**src/rtl/sp_pkg.sv**
```systemverilog
package sp_pkg;
   typedef enum logic [1:0] {
      MODE_SYNC    = 2'd0,
      MODE_A10     = 2'd1,
      MODE_A11_FIX = 2'd2,
      MODE_A11_TMR = 2'd3
   } sp_mode_e;

   localparam int CTL_RXEN = 2;
   localparam int CTL_TX9  = 3;
   localparam int CTL_RX9  = 4;
   localparam int CTL_TXF  = 5;
   localparam int CTL_RXF  = 6;
   localparam int CTL_OVR  = 7;

   // index of the last bit of an asynchronous frame
   function automatic logic [3:0] frame_last(sp_mode_e m);
      return (m == MODE_A10) ? 4'd9 : 4'd10;
   endfunction
endpackage

```
**src/rtl/sp_tick.sv**
```systemverilog
module sp_tick #(
   parameter int DIV = 2
) (
   input  logic clk,
   input  logic rst_n,
   output logic tick
);
   initial assert (DIV >= 1) else $error("sp_tick: DIV must be at least 1");

   generate
      if (DIV == 1) begin : g_every
         assign tick = 1'b1;
      end else begin : g_count
         localparam int W = $clog2(DIV);
         localparam logic [W-1:0] LIM = W'(DIV - 1);
         logic [W-1:0] cnt;
         always_ff @(posedge clk or negedge rst_n) begin
            if (!rst_n)          cnt <= '0;
            else if (cnt == LIM) cnt <= '0;
            else                 cnt <= cnt + 1'b1;
         end
         assign tick = (cnt == LIM);
      end
   endgenerate
endmodule

```
**src/rtl/sp_tx.sv**
```systemverilog
module sp_tx
   import sp_pkg::*;
#(
   parameter int OS       = 16,
   parameter int SYNC_DIV = 4
) (
   input  logic     clk,
   input  logic     rst_n,
   input  sp_mode_e mode,
   input  logic     os_tick,
   input  logic     load,
   input  logic [7:0] din,
   input  logic     bit9,
   output logic     txd,
   output logic     sclk,
   output logic     busy,
   output logic     done
);
   localparam int OSW = $clog2(OS);
   localparam int SDW = $clog2(SYNC_DIV);
   localparam logic [OSW-1:0] OS_LIM = OSW'(OS - 1);
   localparam logic [SDW-1:0] SD_LIM = SDW'(SYNC_DIV - 1);

   initial assert (SYNC_DIV >= 2) else $error("sp_tx: SYNC_DIV must be at least 2");
   initial assert (OS >= 8 && (OS & (OS - 1)) == 0) else $error("sp_tx: OS must be a power of two >= 8");

   logic [10:0]    sh;
   logic [3:0]     bit_cnt;
   logic [OSW-1:0] os_cnt;
   logic [SDW-1:0] div_cnt;
   logic           sclk_q;

   always_ff @(posedge clk or negedge rst_n) begin
      if (!rst_n) begin
         sh <= '1; bit_cnt <= '0; os_cnt <= '0; div_cnt <= '0;
         sclk_q <= 1'b1; busy <= 1'b0; done <= 1'b0;
      end else begin
         done <= 1'b0;
         if (load && !busy) begin
            busy <= 1'b1; bit_cnt <= '0; os_cnt <= '0; div_cnt <= '0; sclk_q <= 1'b1;
            if (mode == MODE_SYNC) sh <= {3'b111, din};
            else                   sh <= {1'b1, (mode == MODE_A10) ? 1'b1 : bit9, din, 1'b0};
         end else if (busy) begin
            if (mode == MODE_SYNC) begin
               if (div_cnt == SD_LIM) begin
                  div_cnt <= '0;
                  if (sclk_q) begin
                     if (bit_cnt == 4'd8) begin
                        busy <= 1'b0; done <= 1'b1;
                     end else begin
                        sclk_q <= 1'b0;
                        if (bit_cnt != 4'd0) sh <= {1'b1, sh[10:1]};
                     end
                  end else begin
                     sclk_q  <= 1'b1;
                     bit_cnt <= bit_cnt + 4'd1;
                  end
               end else begin
                  div_cnt <= div_cnt + 1'b1;
               end
            end else if (os_tick) begin
               if (os_cnt == OS_LIM) begin
                  os_cnt <= '0;
                  sh     <= {1'b1, sh[10:1]};
                  if (bit_cnt == frame_last(mode)) begin
                     busy <= 1'b0; done <= 1'b1;
                  end else begin
                     bit_cnt <= bit_cnt + 4'd1;
                  end
               end else begin
                  os_cnt <= os_cnt + 1'b1;
               end
            end
         end
      end
   end

   assign txd  = busy ? sh[0] : 1'b1;
   assign sclk = sclk_q;


   bit_bound_chk: assert property (@(posedge clk) disable iff (!rst_n)
      busy |-> (bit_cnt <= 4'd10));

   sync_edge_chk: assert property (@(posedge clk) disable iff (!rst_n)
      $rose(sclk_q) |-> $stable(sh));
endmodule

```
**src/rtl/sp_rx.sv**
```systemverilog
module sp_rx #(
   parameter int OS = 16
) (
   input  logic       clk,
   input  logic       rst_n,
   input  logic       en,
   input  logic       eleven,
   input  logic       os_tick,
   input  logic       rxd,
   output logic       done,
   output logic [7:0] data,
   output logic       bit9
);
   localparam int OSW = $clog2(OS);
   localparam int MID = OS / 2;
   localparam logic [OSW-1:0] S0     = OSW'(MID - 1);
   localparam logic [OSW-1:0] S1     = OSW'(MID);
   localparam logic [OSW-1:0] S2     = OSW'(MID + 1);
   localparam logic [OSW-1:0] OS_LIM = OSW'(OS - 1);

   logic [1:0]     sync_q;
   logic           rxs, active, maj;
   logic [3:0]     idx, widx, last;
   logic [OSW-1:0] cnt;
   logic [1:0]     v;
   logic [8:0]     rsh;

   assign rxs  = sync_q[1];
   assign maj  = (v[0] & v[1]) | (v[0] & rxs) | (v[1] & rxs);
   assign last = eleven ? 4'd10 : 4'd9;
   assign widx = idx - 4'd1;

   always_ff @(posedge clk or negedge rst_n) begin
      if (!rst_n) begin
         sync_q <= 2'b11; active <= 1'b0; idx <= '0; cnt <= '0; v <= '0;
         rsh <= '0; done <= 1'b0; data <= '0; bit9 <= 1'b0;
      end else begin
         sync_q <= {sync_q[0], rxd};
         done   <= 1'b0;
         if (!en) begin
            active <= 1'b0;
         end else if (os_tick) begin
            if (!active) begin
               if (!rxs) begin
                  active <= 1'b1; idx <= '0; cnt <= OSW'(1);
               end
            end else begin
               if (cnt == S0) v[0] <= rxs;
               if (cnt == S1) v[1] <= rxs;
               if (cnt == S2) begin
                  if (idx == 4'd0) begin
                     if (maj) active <= 1'b0;
                  end else if (idx == last) begin
                     done   <= 1'b1;
                     active <= 1'b0;
                     data   <= rsh[7:0];
                     bit9   <= eleven ? rsh[8] : maj;
                  end else begin
                     rsh[widx] <= maj;
                  end
               end
               if (cnt == OS_LIM) begin
                  cnt <= '0;
                  idx <= idx + 4'd1;
               end else begin
                  cnt <= cnt + 1'b1;
               end
            end
         end
      end
   end


   rx_enable_chk: assert property (@(posedge clk) disable iff (!rst_n)
      done |-> $past(en));
endmodule

```
**src/rtl/serial_port.sv**
```systemverilog
module serial_port
   import sp_pkg::*;
#(
   parameter int OS       = 16,
   parameter int FIX_DIV  = 2,
   parameter int SYNC_DIV = 4
) (
   input  logic       clk,
   input  logic       rst_n,
   input  logic       baud_tick,
   input  logic       reg_addr,
   input  logic       reg_wr,
   input  logic [7:0] reg_wdata,
   output logic [7:0] reg_rdata,
   input  logic       rxd,
   output logic       txd,
   output logic       sclk,
   output logic       irq_tx,
   output logic       irq_rx
);
   sp_mode_e   mode;
   logic       rx_en, tx9, rx9, f_tx, f_rx, f_ovr;
   logic [7:0] hold;
   logic       fix_tick, os_tick, ctl_wr, tx_busy, tx_done;
   logic       rx_done, rx_bit9, f_rx_kept, rx_on;
   logic [7:0] rx_data;

   assign ctl_wr    = reg_wr && !reg_addr;
   assign os_tick   = (mode == MODE_A11_FIX) ? fix_tick : baud_tick;
   assign rx_on     = rx_en && (mode != MODE_SYNC);
   assign f_rx_kept = f_rx && !(ctl_wr && !reg_wdata[CTL_RXF]);

   sp_tick #(.DIV(FIX_DIV)) u_tick (.clk(clk), .rst_n(rst_n), .tick(fix_tick));

   sp_tx #(.OS(OS), .SYNC_DIV(SYNC_DIV)) u_tx (
      .clk(clk), .rst_n(rst_n), .mode(mode), .os_tick(os_tick),
      .load(reg_wr && reg_addr), .din(reg_wdata), .bit9(tx9),
      .txd(txd), .sclk(sclk), .busy(tx_busy), .done(tx_done));

   sp_rx #(.OS(OS)) u_rx (
      .clk(clk), .rst_n(rst_n), .en(rx_on), .eleven(mode[1]), .os_tick(os_tick),
      .rxd(rxd), .done(rx_done), .data(rx_data), .bit9(rx_bit9));

   always_ff @(posedge clk or negedge rst_n) begin
      if (!rst_n) begin
         mode <= MODE_SYNC; rx_en <= 1'b0; tx9 <= 1'b0; rx9 <= 1'b0;
         f_tx <= 1'b0; f_rx <= 1'b0; f_ovr <= 1'b0; hold <= '0;
      end else begin
         if (ctl_wr) begin
            mode  <= sp_mode_e'(reg_wdata[1:0]);
            rx_en <= reg_wdata[CTL_RXEN];
            tx9   <= reg_wdata[CTL_TX9];
         end
         f_tx <= (f_tx && !(ctl_wr && !reg_wdata[CTL_TXF])) || tx_done;
         f_rx <= f_rx_kept || rx_done;
         if (rx_done && f_rx_kept) begin
            f_ovr <= 1'b1;
         end else begin
            f_ovr <= f_ovr && !(ctl_wr && !reg_wdata[CTL_OVR]);
         end
         if (rx_done && !f_rx_kept) begin
            hold <= rx_data;
            rx9  <= rx_bit9;
         end
      end
   end

   assign reg_rdata = reg_addr ? hold : {f_ovr, f_rx, f_tx, rx9, tx9, rx_en, mode};
   assign irq_tx    = f_tx;
   assign irq_rx    = f_rx;


   hold_keep_chk: assert property (@(posedge clk) disable iff (!rst_n)
      (rx_done && f_rx && !ctl_wr) |=> ($stable(hold) && f_ovr));

   tx_flag_chk: assert property (@(posedge clk) disable iff (!rst_n)
      $rose(irq_tx) |-> !tx_busy);

   rx_gate_chk: assert property (@(posedge clk) disable iff (!rst_n)
      (!rx_en && !$past(rx_en)) |=> !rx_done);
endmodule

```
**config.mk**
```make
export PLATFORM = sky130hd
export DESIGN_NAME = serial_port
export DESIGN_NICKNAME = d
export VERILOG_FILES = /design/src/rtl/sp_pkg.sv /design/src/rtl/sp_tick.sv /design/src/rtl/sp_tx.sv /design/src/rtl/sp_rx.sv /design/src/rtl/serial_port.sv
export SDC_FILE = /design/constraint.sdc
export NUM_CORES = 1
export LEC_CHECK = 0
export ABC_AREA = 0
export BUFFER_PORTS_ARGS = -buffer_cell sky130_fd_sc_hd__buf_2
export CAP_MARGIN = 10
export CELL_PAD_IN_SITES_DETAIL_PLACEMENT = 1
export CELL_PAD_IN_SITES_GLOBAL_PLACEMENT = 1
export CORE_MARGIN = 2
export CORE_UTILIZATION = 49
export DETAILED_ROUTE_END_ITERATION = 10
export GPL_TIMING_DRIVEN = 0
export PLACE_DENSITY = 0.88
export SYNTH_ARGS = -nofsm -noshare
export SYNTH_HDL_FRONTEND = slang
export SYNTH_SLANG_ARGS = --single-unit
export TNS_END_PERCENT = 30
```
**constraint.sdc**
```tcl
create_clock -name clk -period 2.2 [get_ports clk]
set_input_delay 0 -clock clk [delete_from_list [all_inputs] [get_ports clk]]
set_output_delay 0 -clock clk [all_outputs]
set_load 0.01 [all_outputs]
```
==> results.cfg <==
[floorplanning]
design.die.area_mm2 = 0.00861
pin_count = 26
row_cnt = 32
initial_core_util_pct = 50.2
die_height_um = 92.8
chipWidth_um = 92.8
floorplan.core_area_mm2 = 0.00769

[routing]
wl_per_cell_um = 19.7
route.vias.total = 2820
ant_nets = 0
vias_per_cell = 5.79
detail_route.drc_violations = 0
drt_first_pass_iters = 4
detail_route.wirelength_um = 9590
detail_route.iter0.violations = 129

[timing]
max_freq_mhz = 478
setup-violations-final = 0
min_period_ps = 2090
layout_worst_path_cycle_share_pct = 95.2
grt_setup_unrepaired = no
final-hold-violation-count = 0
tightest_slew_ps = 914
slew_headroom_pct = 39.0
maxSlewViolCount = 0
worst_setup_slack_after_layout_ps = 106
clock-skew-final_ps = 8.94
fin_hold_ws_ps = 85.5
tns_ps = 0

[status]
outcome = completed

[power_and_ir_drop]
power_leakage_nw = 2.09
irDropWorstVdd_uv = 373
power_per_cell_area_mw_per_mm2 = 866

[yosys]
synth_warnings = 0
synth-seq-area-share_pct = 47.1
ys_top_cells_by_area = dfrtp_1 38%, mux2_2 10%, dfstp_2 8.8%
postSynthNetCount = 361
number_of_enable_flip_flop_cells_after_synthesis = 0
synth-seq-cells = 72
dominant_combinational_cell_family_by_area_after_synthesis = multiplexers
muxShareOfSynthArea_pct = 19.2
post_synth_inst_count = 335
synth-xor-area-share_pct = 0.454
yosysTopAreaCell = dfrtp_1
synth_compound_area_share_pct = 10.0
syn-mean-instance-area_um2 = 11.5
yosys.area_share.adder_pct = 4.15
synth-main-ff-cell = dfrtp_1
netlist.area_leader.share_pct = 38.2
synthSimpleGateAreaFrac_pct = 15.8
mappedNetlistArea_mm2 = 0.00386
yosys.cell_types.count = 64
postSynth.asyncResetShare_pct = 100

[worst_setup_path]
endpoint_kind = flop
critical_path_class = reg -> reg
arrival_ps = 2320
cp_data_required_time_ps = 2420
beginning_of_the_worst_register_to_register_path = u_rx.cnt[1]$_DFFE_PN0P_
timing.reg2reg.worst_path_depth = 6
worst-r2r-setup-slack_ps = 110
critical_path_peak_fanout = 10
start_kind = flop
worstReg2RegEnd = u_rx.data[2]$_DFFE_PN0P_

[clock_tree]
clock_path_buffers = 2
cts_buffers = 9
cts-root-buf = clkbuf_8
worst_setup_hold_path_clk_slew_ps = 70
cts_htree_levels = 3
insertion_delay_ps = 350
clock-sinks = 72
tritoncts = yes

[hold_path]
timing.hold.worst.start = reg_addr
worst_hold_path_type = in -> reg
min_path_cells = 4
min_delay_worst_endpoint = u_tx.busy$_DFF_PN0_

[placement]
post-place-ws_ps = 26.8
place_hpwl_um = 6540
place.gp.congestion = 0.787
numPortBuffers = 25

[global_route]
grt_pass1_wl_um = 15800
globalRoute.totalOverflow = 0
gr-usage-all-layers_pct = 23.9
first_global_vias = 3085
antenna_found_initial = 0
grt_start_max_net_pins = 73

[cells_and_area]
syn2layout_area_growth_pct = 13.1
drive_above_1_share_pct = 29.9
nets = 406
antennaDiodeCount = 0

[flow_run]
drv_cap = 0
-- critical path, stage by stage (launching register included) --
cell	delay (ps)
dfrtp_1	420
inv_1	110
ha_1	170
nand4b_1	220
a21oi_2	300
nand2_1	370
mux2_2	400
-- cells in the mapped netlist (3+ instances only) --
| cell | count |
|---|---|
| nor2b_1 | 3 |
| dfrtp_1 | 59 |
| inv_1 | 13 |
| mux2_2 | 35 |
| nor2_1 | 8 |
| mux2_1 | 6 |
| nand2_1 | 30 |
| a21oi_1 | 7 |
| nand4_1 | 5 |
| mux2_4 | 10 |
| o21ai_0 | 21 |
| and2_1 | 3 |
| a22o_1 | 5 |
| nand2b_1 | 12 |
| clkbuf_1 | 6 |
| mux2i_1 | 13 |
| buf_6 | 3 |
| ha_1 | 12 |
| nand3_1 | 13 |
| dfstp_2 | 13 |
| nand3b_1 | 4 |
-- where the power goes --
group	switching (mW)	leakage [nW]	internal, mW	total [mW]
Sequential	0.223	0.915	1.60	1.82
Clock	0.483	0.0757	0.412	0.895
Combinational	0.538	1.10	0.528	1.07
Total	1.24	2.09	2.54	3.78
-- registers in the layout, indices dropped and copies added (netlist names), 2 cells and up --
signal and cells:
u_tx.sh 10, u_rx.rsh 9, hold 8, u_rx.data 8, u_rx.cnt 4, u_rx.idx 4
u_tx.bit_cnt 4, u_tx.os_cnt 4, mode 2, u_rx.sync_q 2, u_rx.v 2, u_tx.div_cnt 2
-- cells by family (layout without fill, tap and decap cells) --
family                     count (synthesis)  count (layout)
adders and majority gates                 13              13
muxes                                     64              64
and+or+nand+nor                          101             101
buffers and inverters                     26              76
xor gates and xnor gates                   2               2
AOI/OAI and AO/OA                         57              57
DFF                                       72              72
-- cell type report --
class	instances	area (µm²)
clock buffer	15	146
inverter	13	48.8
tap	102	128
fill	825	3320
clock inverter	1	5.00
buffer	13	77.6
multi-input combinational	237	1920
sequential	72	1820
timing repair buffer	34	218
-- cells in the final DEF (no fill, tap or decap), types with 10 or more instances in the layout --
master	n
inv_1	13
buf_2	26
nand2_1	30
mux2_4	10
mux2i_1	13
nand2b_1	12
mux2_2	35
o21ai_0	20
nand3_1	13
clkbuf_1	12
dfrtp_1	57
ha_1	12
dfstp_2	13
-- how the worst max path moves through the flow --
stage	from	end	slack, ps	depth (start not counted)
after floorplan	u_rx.idx[1]$_DFFE_PN0P_	u_rx.rsh[4]$_DFFE_PN0P_	380	4
after global placement	u_rx.idx[0]$_DFFE_PN0P_	u_rx.rsh[1]$_DFFE_PN0P_	150	6
after detailed placement	u_rx.idx[0]$_DFFE_PN0P_	u_rx.rsh[1]$_DFFE_PN0P_	30	6
after CTS	u_rx.idx[0]$_DFFE_PN0P_	u_rx.rsh[0]$_DFFE_PN0P_	60	6
after global routing	u_tx.busy$_DFF_PN0_	u_tx.sh[7]$_DFFE_PN1P_	0.3	5
final	u_rx.cnt[1]$_DFFE_PN0P_	u_rx.data[2]$_DFFE_PN0P_	110	6
-- timing repair --
item / in CTS / in global routing
hold buffers: 9 / 0
endpoints found under the setup margin: 1 / 3
cloned: 0 / 0
hold endpoints to repair: 67 / 0
gates resized for setup: 1 / 3
buffers inserted: 0 / 0
-- layer usage --
metal  vias to the layer above  routed length (µm)  GRT usage (%)  part of all wire (%)
met4                         0                 208           7.84                   2.2
met2                        43                5000           42.3                    52
met5                         -                   0              0                     0
met3                        18                 263           5.45                   2.7
met1                      1461                4120           28.7                    43
li1                       1298                   -              -                     -
-- metrics by stage --
| step | power [mW] | area (µm²) | cells | utilization [%] |
|---|---|---|---|---|
| final | 3.78 | 4370 | 487 | 56.8 |
| after CTS | 3.81 | 4370 | 487 | 56.8 |
| after global routing | 4.01 | 4370 | 487 | 56.8 |
| after global placement | 2.77 | 4110 | 462 | 53.5 |
| after floorplan | 2.56 | 3860 | 335 | - |
| after detailed placement | 2.88 | 4120 | 462 | 53.5 |
Note: power is estimated with default switching activity, not from simulation.
